### src/rtl/rtc_pkg.sv
package rtc_pkg;
  localparam logic [7:0] ADDR_CTRL     = 8'h53;
  localparam logic [7:0] ADDR_ALM_BASE = 8'h56;
  localparam logic [7:0] ADDR_CNT_BASE = 8'h5A;
  localparam logic [7:0] CTRL_RST      = 8'h30;
  localparam int BIT_VALID   = 0;
  localparam int BIT_BYPASS  = 1;
  localparam int BIT_ALM_EN  = 2;
  localparam int BIT_BUF_DIS = 3;
endpackage

### src/rtl/rtc_tick_cnt.sv
module rtc_tick_cnt #(
  parameter int W = 48
) (
  input  logic            clk_i,
  input  logic            rst_ni,
  input  logic            tick_i,
  input  logic [W/8-1:0]  wr_sel_i,
  input  logic [7:0]      wdata_i,
  output logic [W-1:0]    cnt_o
);
  localparam int NB = W / 8;

  logic [W-1:0] cnt_q, cnt_ld;

  for (genvar b = 0; b < NB; b++) begin : g_ld
    assign cnt_ld[b*8 +: 8] = wr_sel_i[b] ? wdata_i : cnt_q[b*8 +: 8];
  end

  // byte load wins over a same-cycle tick
  always_ff @(posedge clk_i or negedge rst_ni) begin
    if (!rst_ni)          cnt_q <= '0;
    else if (|wr_sel_i)   cnt_q <= cnt_ld;
    else if (tick_i)      cnt_q <= cnt_q + 1'b1;
  end

  assign cnt_o = cnt_q;

  a_r2_step: assert property (@(posedge clk_i) disable iff (!rst_ni)
    (tick_i && !(|wr_sel_i)) |=> (cnt_o == W'($past(cnt_o) + 1'b1)));
  a_r3_hold: assert property (@(posedge clk_i) disable iff (!rst_ni)
    (!tick_i && !(|wr_sel_i)) |=> $stable(cnt_o));
  a_r4_one_byte: assert property (@(posedge clk_i) disable iff (!rst_ni)
    $onehot0(wr_sel_i));
endmodule

### src/rtl/rtc_alarm.sv
module rtc_alarm #(
  parameter int W = 32
) (
  input  logic            clk_i,
  input  logic            rst_ni,
  input  logic [W/8-1:0]  wr_sel_i,
  input  logic [7:0]      wdata_i,
  input  logic [W-1:0]    cnt_hi_i,
  input  logic            en_i,
  output logic [W-1:0]    alarm_o,
  output logic            wake_o
);
  localparam int NB = W / 8;

  logic [W-1:0] alarm_q;
  logic         match_c, fired_q, wake_q;

  for (genvar b = 0; b < NB; b++) begin : g_byte
    always_ff @(posedge clk_i or negedge rst_ni) begin
      if (!rst_ni)         alarm_q[b*8 +: 8] <= '0;
      else if (wr_sel_i[b]) alarm_q[b*8 +: 8] <= wdata_i;
    end
  end

  assign match_c = (alarm_q == cnt_hi_i);

  // fired_q blocks repeats until the match drops
  always_ff @(posedge clk_i or negedge rst_ni) begin
    if (!rst_ni) begin
      fired_q <= 1'b0;
      wake_q  <= 1'b0;
    end else begin
      wake_q  <= en_i && match_c && !fired_q;
      fired_q <= match_c && (fired_q || en_i);
    end
  end

  assign alarm_o = alarm_q;
  assign wake_o  = wake_q;

  a_r7_single_pulse: assert property (@(posedge clk_i) disable iff (!rst_ni)
    wake_o |=> !wake_o);
  a_r8_needs_enable: assert property (@(posedge clk_i) disable iff (!rst_ni)
    wake_o |-> $past(en_i));
  a_r7_on_match: assert property (@(posedge clk_i) disable iff (!rst_ni)
    wake_o |-> $past(alarm_o == cnt_hi_i));
endmodule

### src/rtl/rtc_ctrl.sv
module rtc_ctrl
  import rtc_pkg::*;
(
  input  logic       clk_i,
  input  logic       rst_ni,
  input  logic       wr_i,
  input  logic [7:0] wdata_i,
  output logic [7:0] ctrl_o
);
  logic [7:0] ctrl_q;

  always_ff @(posedge clk_i or negedge rst_ni) begin
    if (!rst_ni)   ctrl_q <= CTRL_RST;
    else if (wr_i) ctrl_q <= {2'b00, wdata_i[5:1], ctrl_q[BIT_VALID] | wdata_i[BIT_VALID]};
  end

  assign ctrl_o = ctrl_q;

  a_r9_sticky: assert property (@(posedge clk_i) disable iff (!rst_ni)
    ctrl_o[BIT_VALID] |=> ctrl_o[BIT_VALID]);
  a_r10_reserved_zero: assert property (@(posedge clk_i) disable iff (!rst_ni)
    ctrl_o[7:6] == 2'b00);
endmodule

### src/rtl/rtc_wake_core.sv
module rtc_wake_core
  import rtc_pkg::*;
#(
  parameter int CNT_W = 48,
  parameter int ALM_W = 32
) (
  input  logic       clk_i,
  input  logic       rst_ni,
  input  logic       tick_i,
  input  logic       wr_en_i,
  input  logic       rd_en_i,
  input  logic [7:0] addr_i,
  input  logic [7:0] wdata_i,
  output logic [7:0] rdata_o,
  output logic       osc_bypass_o,
  output logic       clk_buf_dis_o,
  output logic       wake_o
);
  localparam int CNT_NB  = CNT_W / 8;
  localparam int ALM_NB  = ALM_W / 8;
  localparam int ALM_LSB = CNT_W - ALM_W;

  logic [CNT_NB-1:0] cnt_sel;
  logic [ALM_NB-1:0] alm_sel;
  logic              ctrl_sel;
  logic [CNT_W-1:0]  cnt;
  logic [CNT_W-9:0]  snap_q;
  logic [ALM_W-1:0]  alarm;
  logic [7:0]        ctrl, rd_val, rdata_q;

  for (genvar b = 0; b < CNT_NB; b++) begin : g_cnt_sel
    assign cnt_sel[b] = wr_en_i && (addr_i == ADDR_CNT_BASE + 8'(b));
  end
  for (genvar b = 0; b < ALM_NB; b++) begin : g_alm_sel
    assign alm_sel[b] = wr_en_i && (addr_i == ADDR_ALM_BASE + 8'(b));
  end
  assign ctrl_sel = wr_en_i && (addr_i == ADDR_CTRL);

  rtc_tick_cnt #(.W(CNT_W)) u_cnt (
    .clk_i, .rst_ni, .tick_i,
    .wr_sel_i (cnt_sel),
    .wdata_i,
    .cnt_o    (cnt)
  );

  rtc_alarm #(.W(ALM_W)) u_alarm (
    .clk_i, .rst_ni,
    .wr_sel_i (alm_sel),
    .wdata_i,
    .cnt_hi_i (cnt[CNT_W-1:ALM_LSB]),
    .en_i     (ctrl[BIT_ALM_EN]),
    .alarm_o  (alarm),
    .wake_o
  );

  rtc_ctrl u_ctrl (
    .clk_i, .rst_ni,
    .wr_i    (ctrl_sel),
    .wdata_i,
    .ctrl_o  (ctrl)
  );

  always_comb begin
    rd_val = '0;
    if (addr_i == ADDR_CTRL) rd_val = ctrl;
    for (int b = 0; b < ALM_NB; b++)
      if (addr_i == ADDR_ALM_BASE + 8'(b)) rd_val = alarm[b*8 +: 8];
    if (addr_i == ADDR_CNT_BASE) rd_val = cnt[7:0];
    for (int b = 1; b < CNT_NB; b++)
      if (addr_i == ADDR_CNT_BASE + 8'(b)) rd_val = snap_q[(b-1)*8 +: 8];
  end

  // byte-0 read freezes the upper bytes for the rest of the sequence
  always_ff @(posedge clk_i or negedge rst_ni) begin
    if (!rst_ni) begin
      rdata_q <= '0;
      snap_q  <= '0;
    end else if (rd_en_i) begin
      rdata_q <= rd_val;
      if (addr_i == ADDR_CNT_BASE) snap_q <= cnt[CNT_W-1:8];
    end
  end

  assign rdata_o       = rdata_q;
  assign osc_bypass_o  = ctrl[BIT_BYPASS];
  assign clk_buf_dis_o = ctrl[BIT_BUF_DIS];

  a_r5_rdata_hold: assert property (@(posedge clk_i) disable iff (!rst_ni)
    !rd_en_i |=> $stable(rdata_o));
  a_r11_stray_write: assert property (@(posedge clk_i) disable iff (!rst_ni)
    (wr_en_i && !(|cnt_sel) && !(|alm_sel) && !ctrl_sel) |=> $stable(alarm) && $stable(ctrl));
endmodule

### config.mk
export PLATFORM = sky130hd
export DESIGN_NAME = rtc_wake_core
export DESIGN_NICKNAME = d
export VERILOG_FILES = /design/src/rtl/rtc_pkg.sv /design/src/rtl/rtc_tick_cnt.sv /design/src/rtl/rtc_alarm.sv /design/src/rtl/rtc_ctrl.sv /design/src/rtl/rtc_wake_core.sv
export SDC_FILE = /design/constraint.sdc
export NUM_CORES = 1
export LEC_CHECK = 0
export ABC_AREA = 1
export BUFFER_PORTS_ARGS = -buffer_cell sky130_fd_sc_hd__clkbuf_2
export CAP_MARGIN = 40
export CORE_UTILIZATION = 52
export CTS_CLUSTER_SIZE = 16
export DETAILED_ROUTE_END_ITERATION = 7
export PLACE_DENSITY = 0.72
export RECOVER_POWER = 50
export SYNTH_ARGS = -nofsm -noshare
export SYNTH_HDL_FRONTEND = slang
export SYNTH_SLANG_ARGS = --single-unit
### constraint.sdc
create_clock -name clk_i -period 2 [get_ports clk_i]
set_clock_uncertainty 0.1 [all_clocks]
set_input_delay 0.3 -clock clk_i [delete_from_list [all_inputs] [get_ports clk_i]]
set_output_delay 0.3 -clock clk_i [all_outputs]
set_load 0.02 [all_outputs]
==> out/qor.txt <==
status = finished with violations
failing checks = negative setup slack
Detailed Routing Iterations Pass 1 = 6
max incr delay on CP = 0.41 ns
remaining number of nets flagged by the antenna check after routing = 0
leftover overflow at the end of global routing = 0
number of buffers added by the clock tree synthesis step = 17
root cell of the clock tree = clkbuf_16
Worst path top cell family by delay = simple AND/OR/NAND/NOR gates
post-layout total power = 8.42 mW
transition time at the pin with the least slew margin = 1.33 ns
width of the die = 127 um
Die Outline Area = 16100 um2
clock-pin slew of the registers on the worst-case setup and hold paths = 0.06 ns
Tightest Hold Check Type = in2reg
RD Place Congestion = 1.04
post-layout min period = 2.00 ns
post-synthesis cell area = 8090 um2
mean cell area of the mapped netlist = 7.19 um2
CTS tree = yes
final setup violation count = 1
Max Transition Viols Final = 0
final-layout worst hold slack = 0.0778 ns
library cells used by synthesis = 36
count of buffers inserted at the top-level ports = 31
Critical Path RT = 2.21 ns
Detailed Place HPWL = 22.7 mm
Max Fclk = 500 MHz
Die Ht = 127 um
Critical Path Start Type = flip-flop
final worst setup slack = -0.000912 ns
largest net degree at the start of global routing = 50
count of maximum capacitance violations = 0
critical path class = reg2reg
share of layout cells above drive strength 1 = 0.204
average wire per cell in the routed design = 20.1 um
Synthesized Nets = 1147
CP cell instances = ha_2 -> nand2_2 -> nor2_4 -> nand2_2 -> nor2_4 -> inv_4 -> nor2_4 -> nand2_1 -> xor2_1 -> nand2_1 -> nand2_1 -> nand2_1 -> nand2_1
detailed-route wire length = 29.7 mm
global router's overall resource usage = 0.380
count of placed standard cells including taps = 1439
top cells by area, synth = dfrtp_1, nand2_1, o21ai_0, inv_1, nor2_1
static leakage power = 4.76 nW
post-route fraction of the period consumed by the critical path = 1.00
number of synthesized register bits = 136
detailed-route via count = 8412
proportion of netlist area held by the largest area contributor = 0.414
total power divided by cell area = 833 nW/um2
crit path max-delay cell type = dfrtp_1
unrepaired setup endpoints after global routing = yes
floorplan row count = 45
sum of negative setup slack = -0.000912 ns
synth-to-layout area growth = 25.0%
later-pin clock latency in the skew report = 0.43 ns
via count of the first global-routing pass = 7732
Vias per Instance = 5.70
top fanout value on the critical path = 3
number of warnings reported in the yosys synthesis log = 0
max_slew headroom = 0.110
sequential cell area fraction in the yosys report = 0.421
critical path buffer and inverter count = 1
total clock sinks = 136
core area = 15200 um2
remaining design rule violation count = 0
Yosys top cell by area = dfrtp_1
non-filler cells in the finished layout = 1477
number of failing hold endpoints at the final stage = 0
first-pass GRT wire length = 44.9 mm
IO Pins = 32
H-tree lvl count = 4
maximum vdd ir drop = 0.640 mV
post-synthesis cell count = 1125
critical path capture point type = flip-flop
final-stage net count = 1296
CP Data Arrival Time = 2.21 ns
violation count after the first detailed-route iteration = 1141
Bufs on Longest Clock Path = 2
cell type with the highest occurrence count on the critical path = nand2_1
initial antenna violation count = 0
effective utilization at floorplan = 0.532
filler cell count in the final layout = 1330
[flip-flops by register name, indices dropped and copies added, names as in the netlist]
register         count
u_alarm.alarm_o     32
u_cnt.cnt_o         48
u_ctrl.ctrl_o        6
rdata_o              8
snap_q              40
u_alarm.wake_o       1
u_alarm.fired_q      1
[layout by cell type (no fill, tap or decap), drive strengths merged, types with 35 or more instances in the layout]
cell type	synthesis	layout
nand4	35	35
dfrtp	134	134
nand3	67	67
xor2	40	40
nor2	104	104
clkbuf	16	52
o21ai	133	133
buf	18	130
nand2	396	396
inv	105	111
[synthesized netlist by cell type, drive strengths merged]
library cell / count
nand2: 396
dfrtp: 134
o21ai: 133
inv: 105
nor2: 104
nand3: 67
xor2: 40
nand4: 35
xnor2: 23
buf: 18
nor3: 18
clkbuf: 16
or2: 11
a21oi: 10
o2111ai: 4
dfstp: 2
mux2: 2
nand3b: 2
nor4: 2
and3: 1
ha: 1
o21bai: 1
[per-stage QoR]
step           worst slack, ns   util  instance area, um2
2_1_floorplan           0.0409      -                8100
3_3_place_gp           -0.0596  0.618                9400
3_5_place_dp            -0.106  0.618                9400
4_1_cts                0.00453  0.659               10000
5_1_grt                 -0.119  0.665               10100
6_report             -0.000912  0.665               10100
[area by class of cell]
type / count / area, um2 / share of cell area
inverters: 105 / 397 / 0.0392
multi-input cells: 850 / 4210 / 0.417
repair buffers: 164 / 1280 / 0.127
clock buffers: 19 / 443 / 0.0438
flip-flops and latches: 136 / 3410 / 0.337
clock inverters: 13 / 134 / 0.0132
well taps: 188 / 235 / 0.0233
diodes: 2 / 5.00 / 0.000495
[worst paths after layout]
path                       cells after the start  slack [ns]                  startpoint                            to
max in group asynchronous                      3        0.19                      rst_ni   u_cnt.cnt_o[24]$_DFFE_PN0P_
min reg2reg                                    1        0.32   u_alarm.fired_q$_DFF_PN0_      u_alarm.wake_o$_DFF_PN0_
max                                           13     -0.0009  u_cnt.cnt_o[0]$_DFFE_PN0P_   u_cnt.cnt_o[26]$_DFFE_PN0P_
max reg2reg                                   13     -0.0009  u_cnt.cnt_o[0]$_DFFE_PN0P_   u_cnt.cnt_o[26]$_DFFE_PN0P_
min                                            3        0.08                  wdata_i[4]  u_ctrl.ctrl_o[4]$_DFFE_PN1P_
min in group asynchronous                      2        0.61                      rst_ni  u_ctrl.ctrl_o[3]$_DFFE_PN0P_
[cells by family after synthesis]
| kind of cell | after synthesis | share of synthesized area |
|---|---|---|
| XOR/XNOR | 63 | 0.0682 |
| multiplexers | 2 | 0.00278 |
| adder cells (fa/ha/maj) | 1 | 0.00155 |
| AO/OA/AOI/OAI | 148 | 0.0942 |
| AND/OR/NAND/NOR | 636 | 0.339 |
| buffers and inverters | 139 | 0.0732 |
| flip-flops | 136 | 0.421 |
[worst register-to-register path, stage by stage, from the launching register on]
cell,delay (ns)
dfrtp_1,0.41
ha_2,0.21
nand2_2,0.07
nor2_4,0.12
nand2_2,0.09
nor2_4,0.15
inv_4,0.07
nor2_4,0.17
nand2_1,0.12
xor2_1,0.16
nand2_1,0.06
nand2_1,0.04
nand2_1,0.06
nand2_1,0.05
[repair_timing]
action,CTS,global route
setup buffers,1,2
gates resized for setup,9,30
endpoints found under the setup margin,9,33
hold endpoints to repair,42,0
pin swaps,2,11
hold buffers,1,0
[routing by layer]
layer | part of all wire | up-vias | GRT usage
met4 | 0.043 | 0 | 0.138
met1 | 0.41 | 3947 | 0.525
li1 | - | 3906 | -
met5 | 0 | - | 0
met3 | 0.11 | 85 | 0.0624
met2 | 0.45 | 474 | 0.605
[where the power goes]
group	leakage, nW	switching (mW)	internal, mW
clock network	0.279	1.36	1.78
registers	1.84	0.355	3.03
logic	2.63	1.15	0.759
No activity file was read; power rests on OpenSTA's default activity.
